[config.mk]
export PLATFORM = sky130hd
export DESIGN_NAME = gpib_acceptor
export DESIGN_NICKNAME = d
export VERILOG_FILES = /design/src/rtl/gpib_acceptor.sv
export SDC_FILE = /design/constraint.sdc
export NUM_CORES = 1
export LEC_CHECK = 0
export ABC_AREA = 1
export CORE_MARGIN = 4
export CORE_UTILIZATION = 25
export DETAILED_ROUTE_END_ITERATION = 8
export SLEW_MARGIN = 25
export SYNTH_ARGS = -nofsm -noshare
export SYNTH_HDL_FRONTEND = slang
export SYNTH_SLANG_ARGS = --single-unit
[constraint.sdc]
create_clock -name clk -period 1.3 [get_ports clk]
set_clock_uncertainty 0.05 [all_clocks]
set_input_delay 0.26 -clock clk [delete_from_list [all_inputs] [get_ports clk]]
set_output_delay 0.26 -clock clk [all_outputs]
set_load 0.02 [all_outputs]
[src/rtl/gpib_acceptor.sv]
module gpib_acceptor #(
  parameter int DW = 8
) (
  input  logic          clk,
  input  logic          rst,
  input  logic          atn_n,
  input  logic          dav_n,
  input  logic          ren_n,
  input  logic [DW-1:0] dio_n,
  output logic          ndac_oe,
  output logic          nrfd_oe,
  output logic          irq,
  output logic [7:0]    status,
  output logic [DW-1:0] data_out,
  input  logic          rd_data,
  input  logic          wr_ctrl,
  input  logic [2:0]    wr_data
);
  logic [1:0]    atn_sy, dav_sy, ren_sy;
  logic [DW-1:0] dio_s1, dio_s2;
  logic          atn_q, dav_q;
  logic          lat_accept, lat_ready, lat_listen;
  logic          irq_r, held, cmd_r;
  logic [DW-1:0] byte_r;

  always_ff @(posedge clk) begin
    if (rst) begin
      atn_sy <= '1; dav_sy <= '1; ren_sy <= '1;
      dio_s1 <= '1; dio_s2 <= '1;
      atn_q  <= 1'b0; dav_q <= 1'b0;
    end else begin
      atn_sy <= {atn_sy[0], atn_n};
      dav_sy <= {dav_sy[0], dav_n};
      ren_sy <= {ren_sy[0], ren_n};
      dio_s1 <= dio_n;
      dio_s2 <= dio_s1;
      atn_q  <= ~atn_sy[1];
      dav_q  <= ~dav_sy[1];
    end
  end

  wire atn_t    = ~atn_sy[1];
  wire dav_t    = ~dav_sy[1];
  wire ren_t    = ~ren_sy[1];
  wire engaged  = atn_t | lat_listen;
  wire capture  = dav_t & ~dav_q & engaged;
  wire dav_drop = ~dav_t & dav_q;
  wire atn_rise = atn_t & ~atn_q;

  always_ff @(posedge clk) begin
    if (rst) begin
      lat_accept <= 1'b0; lat_ready <= 1'b0; lat_listen <= 1'b0;
      irq_r <= 1'b0; held <= 1'b0; cmd_r <= 1'b0; byte_r <= '0;
    end else begin
      if (wr_ctrl) {lat_listen, lat_ready, lat_accept} <= wr_data;
      if (capture) begin
        byte_r    <= ~dio_s2;
        cmd_r     <= atn_t;
        held      <= 1'b1;
        irq_r     <= 1'b1;
        lat_ready <= 1'b0;
      end else if (rd_data) begin
        irq_r <= 1'b0;
      end
      if (dav_drop) begin
        held       <= 1'b0;
        lat_accept <= 1'b0;
      end
      if (atn_rise) lat_accept <= 1'b0;
    end
  end

  assign ndac_oe  = engaged & ~lat_accept;
  assign nrfd_oe  = engaged & ~lat_ready;
  assign irq      = irq_r;
  assign data_out = byte_r;
  assign status   = {1'b0, cmd_r, ren_t, 1'b0, held, 2'b00, irq_r};
endmodule


Word-level counts from Yosys, hierarchy flattened
Cells that the tools add are included.
{ "word_totals": {"inputBits": 18, "ff_bits": 38, "out_inout_bits": 19, "wordCells": 35} }
{ "classes": {"n_bitwise": 15, "reduce_logical": 4, "mux": 2} }
{ "ops": {"columns": ["cell", "count"], "rows": [
  ["$not 8->8", 1],
  ["$not 1->1", 7],
  ["$and 1x1->1", 6],
  ["$reduce_or 2->1", 2],
  ["$reduce_or 3->1", 1],
  ["$mux 1", 2],
  ["$reduce_bool 2->1", 1],
  ["$or 1x1->1", 1]
]} }

Depth between registers and ports, before layout
Gate-level depths: netlist of run 1.
{ "depth": {"depth_word": 4, "mapped_depth": 6, "mapped_depth_nobuf": 5} }

Worst setup path before layout of run 1
OpenSTA, ideal clock, no wires.
{ "synth_timing": {"path_type": "register to output", "start": "register atn_sy[1]", "end": "output ndac_oe", "path_stages_with_launch": 2, "required_time_ns": 0.990, "path_buffers": 0, "t_arrival_ns": 0.736, "slack_ns": 0.254, "cell_sequence": "dfxtp_1 -> a21oi_1"} }
{ "synth_via": {"elab_chain_len": 3} }
{ "synth_rtl": {"columns": ["item", "line", "rtl"], "rows": [
  ["from (decl)", "19", "logic [1:0] atn_sy, dav_sy, ren_sy;"],
  ["from (signal assigned)", "32", "atn_sy <= {atn_sy[0], atn_n};"],
  ["$not 1->1", "42", "wire atn_t = ~atn_sy[1];"],
  ["$or 1x1->1", "45", "wire engaged = atn_t | lat_listen;"],
  ["$and 1x1->1", "73", "assign ndac_oe = engaged & ~lat_accept;"],
  ["to (decl)", "10", "output logic ndac_oe,"]
]} }
Every way passes these cells.

Worst setup path after layout of run 1
{ "layout_timing": {"start": "register irq_r, in the netlist irq", "end": "output irq"} }
{ "layout_rtl": {"columns": ["item", "line", "rtl"], "rows": [
  ["from (decl)", "23", "logic irq_r, held, cmd_r;"],
  ["from (signal assigned)", "53", "irq_r <= 1'b0; held <= 1'b0; cmd_r <= 1'b0; byte_r <= '0;"],
  ["from (signal assigned)", "60", "irq_r <= 1'b1;"],
  ["from (signal assigned)", "63", "irq_r <= 1'b0;"],
  ["to (decl)", "12", "output logic irq,"]
]} }
No word-level cell between the ends.

==> flow_results.org, run 1 <==
** Logic synthesis
- #FFs+latches synth :: 38
- The mapped netlist covers 0.001314 mm^2.
- The synthesized netlist devotes 0% of its cell area to adder and majority cells.
- After synthesis, the cell types taking the most area are sky130_fd_sc_hd__dfxtp_1, sky130_fd_sc_hd__or2_2, sky130_fd_sc_hd__a21oi_1, sky130_fd_sc_hd__nand2_1, sky130_fd_sc_hd__buf_4.
- After technology mapping, the gate count stands at between 100 and 150.
- By area, the combinational part of the netlist is dominated by simple AND/OR/NAND/NOR gates.
- The synthesized design spends more area on one cell type than any other, namely sky130_fd_sc_hd__dfxtp_1.
- The synthesized netlist devotes under 10% of its cell area to compound gates.
- In the synthesized netlist, mux cells make up 0% of the area.
- Count of synthesis-stage warnings from yosys :: 0
- Share of the synthesized area in the top cell type :: 57.90%
- Sequential fraction of the synthesis area :: just under 60%
- Each instance of the synthesized netlist takes up on average roughly 9.5 um^2.
- Fraction of the mapped netlist area in simple logic gates :: approximately 24%
- After Yosys synthesis, XOR and XNOR cells account for 0% of the synthesized area.
- Number of distinct library cell variants in the gate-level netlist after synthesis :: 19

** Cells and area
- Total of fill cells in the finished design :: 572
- Compared with the post-synthesis result, the final layout area differs by 34.48%.
- Post-route standard cell area excluding fillers :: around 0.0018 mm^2
- Fraction of final layout cells sized beyond drive strength 1 :: 26.44%
- Once layout is complete, the utilization of the core stands at 34.59%.
- The repair_antennas step left the layout with diodes totalling 0.
- In the final design database the tool counted ~190 nets.

** CTS
- Later-pin clock latency in the skew report :: 0.28 ns
- Post-CTS clock slew at the launch and capture registers of the worst setup and hold paths :: 0.07 ns
- CTS built an H-tree with a depth of 2.
- Number of clock sinks :: 38
- TritonCTS built the clock tree.
- Clock tree synthesis selected as its root buffer the cell sky130_fd_sc_hd__clkbuf_8.
- Post-CTS setup buffer count :: 0
- Number of buffers on the longest clock path :: 2
- Total CTS buffers :: 5
- Buffers inserted to repair hold after CTS numbered 0.

** Drt
- In this run, the number of DRC markers left after iteration 0 of detailed routing was 29.
- Via count of the routed design :: between 800 and 900
- Pre-antenna DRT Iters :: 4
- Vias per cell :: 3.668
- Wire length per cell after detailed routing :: 8.795 um
- DRC violations left :: 0
- Post-detailed-routing wire length :: 2.146 mm
- The detail route stage leaves a number of antenna-violating nets equal to 0.

** Worst setup path
- In this run the worst path has a maximum fanout of 3.
- Worst setup path class :: flop to output port
- Slowest stage delay, CP :: ~0.34 ns
- The worst setup path is captured at an output port.
- Critical-path cell with the highest stage delay :: sky130_fd_sc_hd__dfxtp_1
- Buffers & Inverters on Critical Path :: 1
- Worst EP required :: ~0.99 ns
- Delay-heaviest family, CP :: flip-flops
- Cell Chain, Critical Path :: dlygate4sd2_1
- STA classifies the critical path startpoint as a flop.
- Data arrives at the worst endpoint at 0.95 ns.

** Die
- From left edge to right edge, the die measures just over 80 um.
- The floorplan step set the die height to 80.49 um.
- For this configuration, the core starts out at a cell density of ~26%.
- Die ar. :: ~0.0065 mm^2
- Num rows :: 26
- Total I/O pin count :: 37
- The core region is approximately 0.0051 mm^2.

** GRT
- The first global-routing pass estimated roughly 3.6 mm of wire.
- Aggregate global routing overflow :: 0
- In the global route stage, overall resource usage came out at 7.166%.
- Via count of the first global-routing pass :: just over 800
- Largest net degree at the start of global routing :: 18
- The number of antenna violations at the first check in global routing was 0.

** STA
- Post-layout minimum cycle time :: roughly 1.3 ns
- After layout, the worst path uses 96.87% of the clock period.
- Derived from the worst setup path, the maximum achievable clock frequency is about 800 MHz.
- Min setup slack post-route :: around 0.041 ns
- Final-report max-slew violation count :: 0
- Final Hold Vio Count :: 0
- Count of final setup violators :: 0
- Across all hold checks on the routed design, the worst slack comes to between 0.3 and 0.4 ns.
- Setup repair after global routing could not meet its margin everywhere.

** Flow run
- Max-cap violations in this run came to 0.

** Run status
- The flow ran to the end, and the final reports show no timing, DRC or antenna violations.

** Placement
- Post-Place Setup Slack :: -0.1065 ns
- Placed cell area :: about 0.0017 mm^2
- Final RePlAce weighted congestion :: about 0.7
- After legalization and detailed placement, the total HPWL measured between 1.5 and 2 mm.
- Count of port buffers added during placement :: 32

** Worst hold path
- The tightest min-delay check is of the flop to flop type.

** Pwr
- Internal power :: between 1.5 and 2 mW
- Across the VDD grid, the largest voltage drop is about 0.58 mV.
- Summing internal, switching and leakage power gives about 2.4 mW.
- Switching portion of total power :: a little over a fifth
- In this run, flip-flops and latches consume 51.3% of the power.
- Pwr per Cell Area :: around 1400 mW/mm^2
- Switching power total :: just over 500 uW
- Standby leakage power :: about 0.75 nW
- Combinational power share :: 9.6%
- The clock network is responsible for approximately two fifths of the overall power.
==> area by class of cell <==
type / instances / area, um^2 / share of cell area, %
clock buffer: 5 / 68.82 / 3.895
multi-input combinational: 83 / 436.7 / 24.72
tap: 70 / 87.58 / 4.958
sequential: 38 / 760.7 / 43.06
clock inverter: 3 / 40.04 / 2.266
inverter: 7 / 26.28 / 1.487
timing repair buffer: 38 / 346.6 / 19.62
==> cells in the final DEF (no fill, tap or decap), drive strengths merged <==
master,count
a21oi,15
dlygate4sd2,5
o211ai,1
bufinv,1
nor2,12
buf,8
clkdlybuf4s15,7
clkinv,2
inv,7
dfxtp,38
conb,4
clkbuf,6
o21ai,2
or2,23
nand2,18
nand3,8
clkdlybuf4s50,17
==> cells in the mapped netlist <==
cell	count
sky130_fd_sc_hd__dfxtp_1	38
sky130_fd_sc_hd__or2_2	23
sky130_fd_sc_hd__nand2_1	17
sky130_fd_sc_hd__a21oi_1	14
sky130_fd_sc_hd__nor2_1	11
sky130_fd_sc_hd__buf_4	8
sky130_fd_sc_hd__inv_1	7
sky130_fd_sc_hd__nand3_1	6
sky130_fd_sc_hd__buf_6	2
sky130_fd_sc_hd__nand3_2	2
sky130_fd_sc_hd__o21ai_0	2
sky130_fd_sc_hd__a21oi_2	1
sky130_fd_sc_hd__buf_2	1
sky130_fd_sc_hd__clkbuf_1	1
sky130_fd_sc_hd__clkbuf_8	1
sky130_fd_sc_hd__conb_1	1
sky130_fd_sc_hd__nand2_4	1
sky130_fd_sc_hd__nor2_4	1
sky130_fd_sc_hd__o211ai_1	1
==> cell families (layout without fill, tap and decap cells) <==
kind of cell,after synthesis,after routing
AND/OR/NAND/NOR,61,61
flip-flops,38,38
buffers and inverters,20,53
AO/OA/AOI/OAI,18,18
other,1,4
==> sequential cells by signal, indices dropped and copies added (netlist names) <==
signal,flops
data_out,8
dio_s1,8
dio_s2,8
atn_sy,2
dav_sy,2
ren_sy,2
atn_q,1
cmd_r,1
dav_q,1
held,1
irq,1
lat_accept,1
lat_listen,1
lat_ready,1
==> metrics by stage <==
stage	std cells	TNS, ns
detailed placement	236	-1.588
floorplan	141	0
CTS	244	0
global route	244	-0.04969
global placement	236	-1.133
finish	244	0
==> final timing paths <==
check | start | end | slack, ns | cells after the start
max | irq | irq | 0.04 | 1
min | dio_s1[4] | dio_s2[4] | 0.36 | 1
max reg2reg | atn_sy[1] | lat_ready | 0.14 | 5
min reg2reg | dio_s1[4] | dio_s2[4] | 0.36 | 1
==> layer usage <==
layer / share of wire [%] / GRT usage (%) / routed length, um
met1: 46 / 8.447 / 994
met5: 0 / 0 / 0
met3: 6.2 / 2.915 / 134
met2: 46 / 10.93 / 996
met4: 0.98 / 4.054 / 21
==> power by group through the flow <==
stage	clock network [mW]	registers (mW)	logic (mW)
detailed placement	0	1.26	0.241
global placement	0	1.26	0.239
CTS	0.971	1.23	0.228
global route	1.02	1.23	0.252
floorplan	0	1.26	0.140
finish	0.939	1.23	0.229
==> repair_timing <==
item,4_1_cts,5_1_grt
cloned,0,0
gates resized for setup,21,11
hold endpoints to repair,0,0
endpoints found under the setup margin,15,11
No activity file was read; power rests on OpenSTA's default activity.
==> inputs of run 2 (changes only) <==
- GPL_ROUTABILITY_DRIVEN: default -> 0
==> results of run 2 <==
Same layout as run 1: the final DEF is identical, and so are final timing and power.
==> inputs of run 3 (changes only) <==
- CAP_MARGIN: default -> 40
- CTS_CLUSTER_SIZE: default -> 20
- SKIP_LAST_GASP: default -> 1
==> run 3 against run 2 <==
Combinational power barely moved. Final cell count unchanged. Global-route usage unchanged. Register-to-register slack gained 0.03 ns. Non-clock buffer count stayed put. Count of clock-buffer cells in the layout unchanged. Die area stayed put. Sequential share of layout area increased by 0.092 points. Clock power about the same. Power about the same. Critical endpoint unchanged. Highest routed layer unchanged.
==> flow_results.org, run 3 (synthesized netlist as in run 1, its figures left out) <==
** Run status
- The flow ran to the end, and the final reports show no timing, DRC or antenna violations.

** Worst setup path
- The count of cells along the worst register-to-register path came to 5 (unchanged).
- Delay-heaviest family, CP :: flip-flops
- On the critical path, the stage with the largest delay is an instance of sky130_fd_sc_hd__dfxtp_1.
- The required time of the critical path came to 0.99 ns (about the same).
- STA classifies the critical path startpoint as a flop.
- Buffers & Inverters on Critical Path :: 1 (unchanged)
- Startpoint of the worst-slack reg-to-reg timing path :: atn_sy[1]
- Cell Chain, Critical Path :: dlygate4sd2_1
- Slowest stage delay, CP :: 0.34 ns (about the same)
- The worst setup path is captured at an output port.
- The critical path is of the flop to output port type.
- The worst reg-to-reg setup slack was 0.17 ns (+0.03 ns).
- The data arrival time at the worst-slack endpoint is 0.95 ns (about the same).
- The biggest fanout along the worst timing path is 3 (unchanged).
- In this run the critical register-to-register path is captured at lat_ready.

** Pwr
- The largest vdd supply drop is 0.5798 mV (unchanged).
- The leakage power summed over all cells came to 0.7473 nW (about the same).
- The total design power came to 2.398 mW (about the same).
- Pwr per Cell Area :: 1360 mW/mm^2 (+0.19%)

** STA
- The final critical delay including setup and external delays was 1.260 ns (+0.0008432 ns).
- The maximum achievable frequency is 793.5 MHz (about the same).
- Hold_ws :: 0.3586 ns (unchanged)
- RSZ-0062 raised after global routing :: true
- The final setup violation count was 0 (unchanged).
- The final worst setup slack was 0.03979 ns (-0.0008432 ns).
- The final count of hold timing violations is 0 (unchanged).
- The post-route clock period utilization is 96.94% (about the same).
- The number of slew-limit violations in the final report was 0 (unchanged).

** Die
- Total I/O pin count :: 37 (unchanged)
- The placeable core region is 0.005107 mm^2 (unchanged).
- The initial standard-cell utilization of the core is 25.72% (unchanged).
- Num rows :: 26 (unchanged)
- DIE WIDTH :: 80.49 um (unchanged)
- The die area was 0.006479 mm^2 (unchanged).
- Overall die height :: 80.49 um (unchanged)

** CTS
- TritonCTS built the clock tree.
- Later-pin clock latency in the skew report :: 0.28 ns (about the same)
- The maximum buffer depth of the clock tree came to 2 (unchanged).
- The clock sink total came to 38 (unchanged).
- Post-CTS setup buffer count :: 0 (unchanged)
- Number of levels in the clock H-tree :: 2 (unchanged)
- Total CTS buffers :: 5 (unchanged)
- Number of buffers inserted by hold repair at cts :: 0 (unchanged)
- The root buffer cell chosen for the clock tree is sky130_fd_sc_hd__clkbuf_8.
- The post-CTS clock slew at the launch and capture registers of the worst setup and hold paths came to 0.07 ns (about the same).

** Cells and area
- In the layout the commonest cells are sky130_fd_sc_hd__dfxtp_1, sky130_fd_sc_hd__or2_2, sky130_fd_sc_hd__nand2_1, sky130_fd_sc_hd__clkdlybuf4s50_1, sky130_fd_sc_hd__a21oi_1.
- Finished Core Util :: 34.52% (-0.074 points)
- Most common cell after layout, fill and taps aside :: sky130_fd_sc_hd__dfxtp_1
- Layout overhead on the synthesized area :: 34.19%
- Fraction of final layout cells sized beyond drive strength 1 :: 25.86% (-0.57 points)
- Non-filler cells, final :: 244 (unchanged)
- The antenna diode count came to 0 (unchanged).
- Sequential Area :: 760.7 um^2 (unchanged)
- The number of nets in the finished design came to 191 (unchanged).
- The multi-input combinational cell area was 432.9 um^2 (-0.86%).
- Total of fill cells in the finished design :: 573 (+0.17%)

** Placement
- The HPWL after detailed placement is 1.622 mm (unchanged).
- The number of buffer cells added on primary ports was 32 (unchanged).
- The number of placed instances with taps included is 236 (unchanged).
- Post-Place Setup Slack :: -0.1065 ns (unchanged)

** GRT
- The number of global-route vias before repair is 823 (unchanged).
- The total routing usage reported by global routing came to 7.166% (unchanged).
- Largest net degree at the start of global routing :: 18 (unchanged)
- Aggregate global routing overflow :: 0 (unchanged)
- First-pass GRT wire length :: 3.553 mm (unchanged)
- The number of antenna violations at the first check in global routing came to 0 (unchanged).

** Drt
- The average via count per standard cell was 3.660 (-0.22%).
- Post-detailed-routing wire length :: 2.146 mm (unchanged)
- The number of routed nets with antenna violations came to 0 (unchanged).
- Via count of the routed design :: 893 (-0.22%)
- Wire length per cell after detailed routing :: 8.795 um (unchanged)
- DRC violations left :: 0 (unchanged)
- The first-iteration detailed-routing DRC count came to 29 (unchanged).
- Pre-antenna DRT Iters :: 4 (unchanged)

** Worst hold path
- The min-delay analysis places its worst path in the category flop to flop.
- The cell depth of the worst min-delay path came to 1 (unchanged).
- Worst Hold Path EP :: dio_s2[4]
- The worst hold path begins at dio_s1[4].

** Flow run
- Max-cap viol count :: 0 (unchanged)
run 3: cell types whose count changed in the layout (fill, tap and decap cells not counted):
cell	delta
sky130_fd_sc_hd__a21oi_2	-1
sky130_fd_sc_hd__a21oi_1	+1
run 3: cell type report:
class,count,share of cell area [%]
sequential,38,43.15
multi-input combinational,83,24.56
timing repair buffer,38,19.66
inverter,7,1.490
clock inverter,3,2.271
tap,70,4.968
clock buffer,5,3.903
run 3: worst max-delay path by stage:
stage	slack, ns	cells after the start	end	start
3_5_place_dp	-0.11	4	lat_listen	rst
4_1_cts	-0.13	3	ndac_oe	lat_listen
2_1_floorplan	0.25	1	ndac_oe	atn_sy[1]
5_1_grt	-0.02	3	ndac_oe	lat_listen
3_3_place_gp	-0.08	3	ndac_oe	lat_listen
6_report	0.04	1	irq	irq
run 3: where the power goes:
part / switching (mW) / internal [mW] / leakage (nW)
clock: 0.377 / 0.564 / 0.0579
sequential: 0.0168 / 1.21 / 0.313
combinational: 0.111 / 0.117 / 0.377
run 3: routing by layer:
metal  global-route usage, %  vias to the layer above  wire length, um
met2                   10.93                       25             1010
met5                       0                        -                0
met4                   4.054                        0               21
li1                        -                      489                -
met1                   8.447                      377              978
met3                   2.915                        2              134
run 3: repair_timing:
| item | in CTS | in global routing |
|---|---|---|
| gates cloned | 0 | 0 |
| endpoints found under the setup margin | 15 | 11 |
| gates resized for setup | 18 | 13 |
run 3: through the flow:
stage / setup TNS [ns] / cell area (um^2)
2_1_floorplan: 0 / 1325
3_3_place_gp: -1.133 / 1673
3_5_place_dp: -1.588 / 1673
4_1_cts: -0.1349 / 1759
5_1_grt: -0.06080 / 1763
6_report: 0 / 1763
